**config.mk**
```make
export PLATFORM = sky130hd
export DESIGN_NAME = slot_hp_ctrl
export DESIGN_NICKNAME = d
export VERILOG_FILES = /design/src/rtl/hp_slot_pkg.sv /design/src/rtl/hp_pending_eval.sv /design/src/rtl/hp_notifier.sv /design/src/rtl/slot_hp_ctrl.sv
export SDC_FILE = /design/constraint.sdc
export NUM_CORES = 1
export LEC_CHECK = 0
export ABC_AREA = 1
export BUFFER_PORTS_ARGS = -buffer_cell sky130_fd_sc_hd__clkbuf_2
export CORE_MARGIN = 2
export CORE_UTILIZATION = 37
export DETAILED_ROUTE_END_ITERATION = 10
export GPL_ROUTABILITY_DRIVEN = 0
export PLACE_DENSITY = 0.76
export SYNTH_ARGS = -nofsm -noshare
export SYNTH_HDL_FRONTEND = slang
export SYNTH_SLANG_ARGS = --single-unit
```
**constraint.sdc**
```tcl
create_clock -name clk -period 1.38 [get_ports clk]
set_input_delay 0.138 -clock clk [delete_from_list [all_inputs] [get_ports clk]]
set_output_delay 0.138 -clock clk [all_outputs]
set_load 0.05 [all_outputs]
```
**src/rtl/hp_slot_pkg.sv**
```systemverilog
package hp_slot_pkg;
    localparam int REG_W = 16;
    localparam int EVT_N = 3;
    localparam int EN_N  = EVT_N + 1;

    // control bit positions
    localparam int C_INT_EN   = 3;
    localparam int C_ATTN_LO  = 4;
    localparam int C_PWRI_LO  = 6;
    localparam int C_PWR_OFF  = 8;
    localparam int C_LOCK_TGL = 9;

    // status event positions
    localparam int E_BTN  = 0;
    localparam int E_PCHG = 1;
    localparam int E_CMD  = 2;

    localparam logic [1:0] IND_ON    = 2'b01;
    localparam logic [1:0] IND_BLINK = 2'b10;
    localparam logic [1:0] IND_OFF   = 2'b11;

    typedef struct packed {
        logic             pwr_off;
        logic [1:0]       pwr_ind;
        logic [1:0]       attn_ind;
        logic [EN_N-1:0]  en;
    } ctl_t;

    typedef struct packed {
        logic             lock;
        logic             pres;
        logic [EVT_N-1:0] evt;
    } sts_t;

    typedef struct packed {
        ctl_t ctl;
        sts_t sts;
        logic detach;
        logic busy;
    } slot_state_t;
endpackage

```
**src/rtl/hp_pending_eval.sv**
```systemverilog
module hp_pending_eval
    import hp_slot_pkg::*;
#(
    parameter logic [EVT_N-1:0] SUPPORTED = '1
) (
    input  logic             int_en,
    input  logic [EVT_N-1:0] evt_sts,
    input  logic [EVT_N-1:0] evt_en,
    output logic             pending
);
    always_comb begin
        pending = int_en && (|(evt_sts & evt_en & SUPPORTED));
    end
endmodule

```
**src/rtl/hp_notifier.sv**
```systemverilog
module hp_notifier (
    input  logic clk,
    input  logic rst_n,
    input  logic pending_d,
    input  logic msg_enable,
    output logic irq_level,
    output logic msg_pulse
);
    typedef struct packed {
        logic pend;
        logic irq;
        logic pulse;
    } notif_t;

    notif_t q, d;

    always_comb begin
        d       = q;
        d.pulse = 1'b0;
        if (pending_d != q.pend) begin
            d.pend = pending_d;
            if (msg_enable) d.pulse = 1'b1;
            else            d.irq   = pending_d;
        end
        if (!msg_enable && !pending_d) d.irq = 1'b0;
    end

    always_ff @(posedge clk) begin
        if (!rst_n) q <= '0;
        else        q <= d;
    end

    assign irq_level = q.irq;
    assign msg_pulse = q.pulse;

    // a message pulse follows only a change of the pending condition
    assert_pulse_on_change_R2: assert property (@(posedge clk) disable iff (!rst_n)
        q.pulse |-> (q.pend != $past(q.pend)));

    // the level only rises while messages are disabled
    assert_level_no_msg_R3: assert property (@(posedge clk) disable iff (!rst_n)
        $rose(q.irq) |-> $past(!msg_enable));
endmodule

```
**src/rtl/slot_hp_ctrl.sv**
```systemverilog
module slot_hp_ctrl
    import hp_slot_pkg::*;
#(
    parameter bit               HAS_PWR_CTL   = 1'b1,
    parameter logic [EVT_N-1:0] SUPPORTED_EVT = '1
) (
    input  logic        clk,
    input  logic        rst_n,
    input  logic        cfg_wr_en,
    input  logic [3:0]  cfg_wr_be,
    input  logic [31:0] cfg_wr_data,
    output logic [31:0] cfg_rd_data,
    input  logic        evt_button,
    input  logic        evt_insert,
    input  logic        slot_populated,
    input  logic        msg_enable,
    output logic        irq_level,
    output logic        msg_pulse,
    output logic        detach_req,
    output logic        insert_busy,
    output logic [1:0]  attn_ind,
    output logic [1:0]  pwr_ind
);
    localparam int STS_LO = REG_W;

    slot_state_t q, d, rst_val;
    logic        pwr_rst_off;
    logic [1:0]  pwr_rst_ind;
    logic        pwr_writable;
    logic        ctl_wr;
    logic        pending_d;
    logic        unused_wdata;

    assign unused_wdata = ^{cfg_wr_data[31:STS_LO+EVT_N], cfg_wr_data[15:10]};

    generate
        if (HAS_PWR_CTL) begin : g_pwr
            assign pwr_rst_ind  = slot_populated ? IND_ON : IND_OFF;
            assign pwr_rst_off  = ~slot_populated;
            assign pwr_writable = 1'b1;
        end else begin : g_nopwr
            assign pwr_rst_ind  = 2'b00;
            assign pwr_rst_off  = 1'b0;
            assign pwr_writable = 1'b0;
        end
    endgenerate

    always_comb begin
        rst_val              = '0;
        rst_val.ctl.attn_ind = IND_OFF;
        rst_val.ctl.pwr_ind  = pwr_rst_ind;
        rst_val.ctl.pwr_off  = pwr_rst_off;
        rst_val.sts.pres     = slot_populated;
    end

    assign ctl_wr = cfg_wr_en && (|cfg_wr_be[1:0]);

    always_comb begin
        d        = q;
        d.detach = 1'b0;
        d.busy   = 1'b0;
        // status write-one-to-clear comes first
        if (cfg_wr_en && cfg_wr_be[2])
            d.sts.evt = d.sts.evt & ~cfg_wr_data[STS_LO +: EVT_N];
        // control field updates per byte
        if (cfg_wr_en && cfg_wr_be[0]) begin
            d.ctl.en       = cfg_wr_data[EN_N-1:0];
            d.ctl.attn_ind = cfg_wr_data[C_ATTN_LO +: 2];
            d.ctl.pwr_ind  = cfg_wr_data[C_PWRI_LO +: 2];
        end
        if (cfg_wr_en && cfg_wr_be[1]) begin
            if (pwr_writable) d.ctl.pwr_off = cfg_wr_data[C_PWR_OFF];
            if (cfg_wr_data[C_LOCK_TGL]) d.sts.lock = ~d.sts.lock;
        end
        // power-off detach rule
        if (ctl_wr && q.sts.pres && d.ctl.pwr_off && (d.ctl.pwr_ind == IND_OFF)) begin
            d.sts.pres         = 1'b0;
            d.sts.evt[E_PCHG]  = 1'b1;
            d.detach           = 1'b1;
        end
        // every control write is a completed command
        if (ctl_wr) d.sts.evt[E_CMD] = 1'b1;
        // hardware events
        if (evt_button) d.sts.evt[E_BTN] = 1'b1;
        if (evt_insert) begin
            if (q.sts.lock) begin
                d.busy = 1'b1;
            end else begin
                d.sts.pres        = 1'b1;
                d.sts.evt[E_PCHG] = 1'b1;
                d.sts.evt[E_BTN]  = 1'b1;
            end
        end
    end

    always_ff @(posedge clk) begin
        if (!rst_n) q <= rst_val;
        else        q <= d;
    end

    hp_pending_eval #(.SUPPORTED(SUPPORTED_EVT)) u_pend (
        .int_en  (d.ctl.en[C_INT_EN]),
        .evt_sts (d.sts.evt),
        .evt_en  (d.ctl.en[EVT_N-1:0]),
        .pending (pending_d)
    );

    hp_notifier u_notif (
        .clk        (clk),
        .rst_n      (rst_n),
        .pending_d  (pending_d),
        .msg_enable (msg_enable),
        .irq_level  (irq_level),
        .msg_pulse  (msg_pulse)
    );

    assign cfg_rd_data = {{(REG_W-EVT_N-2){1'b0}}, q.sts.lock, q.sts.pres, q.sts.evt,
                          6'b0, 1'b0, q.ctl.pwr_off, q.ctl.pwr_ind, q.ctl.attn_ind, q.ctl.en};
    assign detach_req  = q.detach;
    assign insert_busy = q.busy;
    assign attn_ind    = q.ctl.attn_ind;
    assign pwr_ind     = q.ctl.pwr_ind;

    // a control write always leaves command done set
    assert_cmd_done_R8: assert property (@(posedge clk) disable iff (!rst_n)
        ctl_wr |=> q.sts.evt[E_CMD]);

    // a lock-toggle write flips lock status
    assert_lock_toggle_R6: assert property (@(posedge clk) disable iff (!rst_n)
        (cfg_wr_en && cfg_wr_be[1] && cfg_wr_data[C_LOCK_TGL]) |=> (q.sts.lock != $past(q.sts.lock)));

    // a detach leaves the slot empty with presence changed set
    assert_detach_state_R7: assert property (@(posedge clk) disable iff (!rst_n)
        q.detach |-> (!q.sts.pres && q.sts.evt[E_PCHG]));

    // a rejected insertion only happens while locked
    assert_busy_locked_R10: assert property (@(posedge clk) disable iff (!rst_n)
        q.busy |-> $past(q.sts.lock));
endmodule

```
==> results.toml <==
[power_and_ir_drop]
vdd.ir_drop.worst_mv = 0.571
combinational_group_share_of_total_power_pct = 34.3
sw_frac_of_total_pct = 41.0
powerDensity_nw_per_um2 = 1140
p_sw_mw = 0.555
internal_power_mw = 0.800
share_seq_of_total_power_pct = 44.7
pwr-share-clk_pct = 21.0
leakage_power_of_the_design_nw = 0.691

[yosys]
synth.yosys.seq_area_share_pct = 38.7
syn-cell-area_um2 = 983
synthDistinctLibCells = 18
yosys_warnings = 0
ys_seq_elements = 19
synth_cells = 140
syn-mean-instance-area_um2 = 7.02

[timing]
achievable-frequency_ghz = 0.811
setup_viol_count_final = 0
whs_ps = 37.7
rsz0062_at_grt = "false"
final.min_clock_period_ps = 1230
post-route-period-util_pct = 89.4
setup_total_negative_slack_ps = 0
number_of_hold_violations_in_the_final_report = 0
fin_worst_skew_ps = 1.86
final_max_slew_viol_count = 0

[critical_path]
arrival_ps = 1470
critical_path.cell_chain = "inv_1 > nand2_1 > nand2_1 > nor2_1 > nand2_1 > nand2_1 > nand2_1 > nand2_2 > nand2_2 > nand2_2 > nand3_1 > a21oi_1"
critical_path_maximum_fanout = 3
start_kind = "flop"
setup.worst_path.end_class = "flop"
timing.critical_path.slowest_stage_cell = "dfxtp_2"
worst-endpoint-required_ps = 1610
critPathMaxStageDelay_ps = 350
path_type_of_the_worst_setup_path = "reg2reg"
critical_path.most_common_cell = "nand2_1"

[floorplan]
dieWidth_um = 55.6
coreArea_um2 = 2500
rows = 18
initial_utilization_pct = 39.3
die_h_um = 55.6
io_pins = 83
die_area_um2 = 3090

[detailed_routing]
highest-signal-layer = "met4"
routedWlPerCell_um = 8.93
route.detailed.drc = 0
m1WireLength_um = 828
detail_route.first_pass.iterations = 4
routed-wl-met3_um = 139
drt-vias-per-instance = 4.14
wirelength_mm = 1.91
drt_iter0_drc = 9
final_antenna_net_count = 0
routed_vias = 885
met2WireLength_um = 913

[flow_run]
cap_viol_max_count = 0

[grt]
grt_first_pass_wirelength_mm = 3.12
number_of_global_route_vias_before_repair = 776
antenna_found_initial = 0
grt_util_all_layers_pct = 12.7
grt_start_max_net_pins = 14
gr-total-overflow = 0

[clock_network]
cts_tree = "yes"
clk_path_buf_depth = 2
clk_pin_slew_worst_paths_ps = 110
clock_latency_on_the_worst_skew_pair_ps = 290
h-tree-depth = 1
cts_buffers = 3
clock-sinks = 19
root_driver = "clkbuf_4"
cts_hold_buffers = 0

[cells_and_area]
mostFrequentLayoutCell = "clkbuf_2"
finish.net_count = 228
antennaDiodeCount = 0
share_of_post_route_cells_with_drive_strength_above_1_pct = 34.2
n_fill_cell = 289
seq_area_um2 = 387
final_cell_mix = "clkbuf_2, nand2_1, conb_1"
area_growth_syn_to_layout_pct = 20.6
multi_input_comb_area_um2 = 418

[placed_design]
place_hpwl_mm = 1.57
port-buffer-count = 44

[run_status]
status = "finished, final reports clean"

[min_path]
hold_class = "in2reg"
[power groups by stage]
stage | Sequential, mW | Combinational [mW] | Clock [mW]
after floorplan | 0.734 | 0.301 | 0
after global placement | 0.616 | 0.461 | 0
after detailed placement | 0.618 | 0.464 | 0
after CTS | 0.606 | 0.465 | 0.304
after global routing | 0.611 | 0.497 | 0.325
final | 0.605 | 0.464 | 0.285
[worst paths after layout]
kind / startpoint / to / slack, ps / cells after the start
max reg2reg: cfg_rd_data[8] / u_notif.irq_level / 150 / 12
min reg2reg: u_notif.irq_level / u_notif.irq_level / 460 / 2
min: cfg_wr_data[5] / attn_ind[1] / 40 / 3
max: cfg_rd_data[8] / u_notif.irq_level / 150 / 12
[flip-flops by register name, indices dropped and copies added, names as in the netlist]
register,count
insert_busy,1
detach_req,1
pwr_ind,2
attn_ind,2
u_notif.q,1
u_notif.msg_pulse,1
u_notif.irq_level,1
cfg_rd_data,10
[per-stage QoR]
stage	std cells	utilization [%]	cell area [um2]	total power [mW]	worst slack [ps]
CTS	213	47.0	1180	1.37	94.0
detailed placement	209	46.0	1150	1.08	53.3
finish	214	47.4	1190	1.35	146
global route	214	47.4	1190	1.43	6.13
global placement	209	46.0	1150	1.08	68.1
floorplan	157	-	1050	1.03	27.6
[cells in the mapped netlist]
| cell type | count | area (um2) |
|---|---|---|
| o21ai_0 | 4 | 20.0 |
| a21oi_1 | 9 | 45.0 |
| nand3_1 | 12 | 60.1 |
| nand2_2 | 4 | 25.0 |
| inv_2 | 1 | 3.75 |
| conb_1 | 1 | 3.75 |
| clkbuf_1 | 2 | 7.51 |
| or2_1 | 1 | 6.26 |
| nor3_1 | 1 | 5.00 |
| inv_1 | 17 | 63.8 |
| nand2_4 | 1 | 11.3 |
| buf_6 | 1 | 11.3 |
| o21a_1 | 1 | 7.51 |
| or2_0 | 1 | 6.26 |
| nand2_1 | 32 | 120 |
| dfxtp_1 | 19 | 380 |
| buf_4 | 22 | 165 |
| nor2_1 | 11 | 41.3 |
[layer usage]
| layer | track usage [%] | up-vias |
|---|---|---|
| li1 | - | 478 |
| met3 | 2.34 | 4 |
| met1 | 15.0 | 370 |
| met4 | 6.27 | 0 |
| met5 | 0 | - |
| met2 | 21.8 | 33 |
[area by class of cell]
| class | instances | share of cell area [%] |
|---|---|---|
| sequential | 19 | 32.6 |
| clock buffer | 4 | 2.22 |
| inverter | 18 | 5.70 |
| timing repair buffer | 48 | 21.1 |
| tap | 30 | 3.16 |
| multi-input combinational | 95 | 35.2 |
[cells by family (layout without fill, tap and decap cells)]
group | count (synthesis) | in the layout | share of synthesized area [%]
AOI/OAI and AO/OA | 14 | 14 | 7.38
DFF | 19 | 19 | 38.7
other | 1 | 18 | 0.381
and+or+nand+nor | 63 | 63 | 28.0
buffers and inverters | 43 | 70 | 25.6
[timing repair]
action | 4_1_cts | 5_1_grt
endpoints found under the setup margin | 0 | 1
setup buffers | 0 | 1
resized for setup | 0 | 1
[worst max-delay path, delay by kind of cell (launching register included)]
| kind | cells | cell delay (ps) |
|---|---|---|
| buffers and inverters | 1 | 40 |
| DFF | 1 | 350 |
| AOI/OAI and AO/OA | 1 | 120 |
| and+or+nand+nor | 10 | 670 |
(Power assumes the default switching activity.)
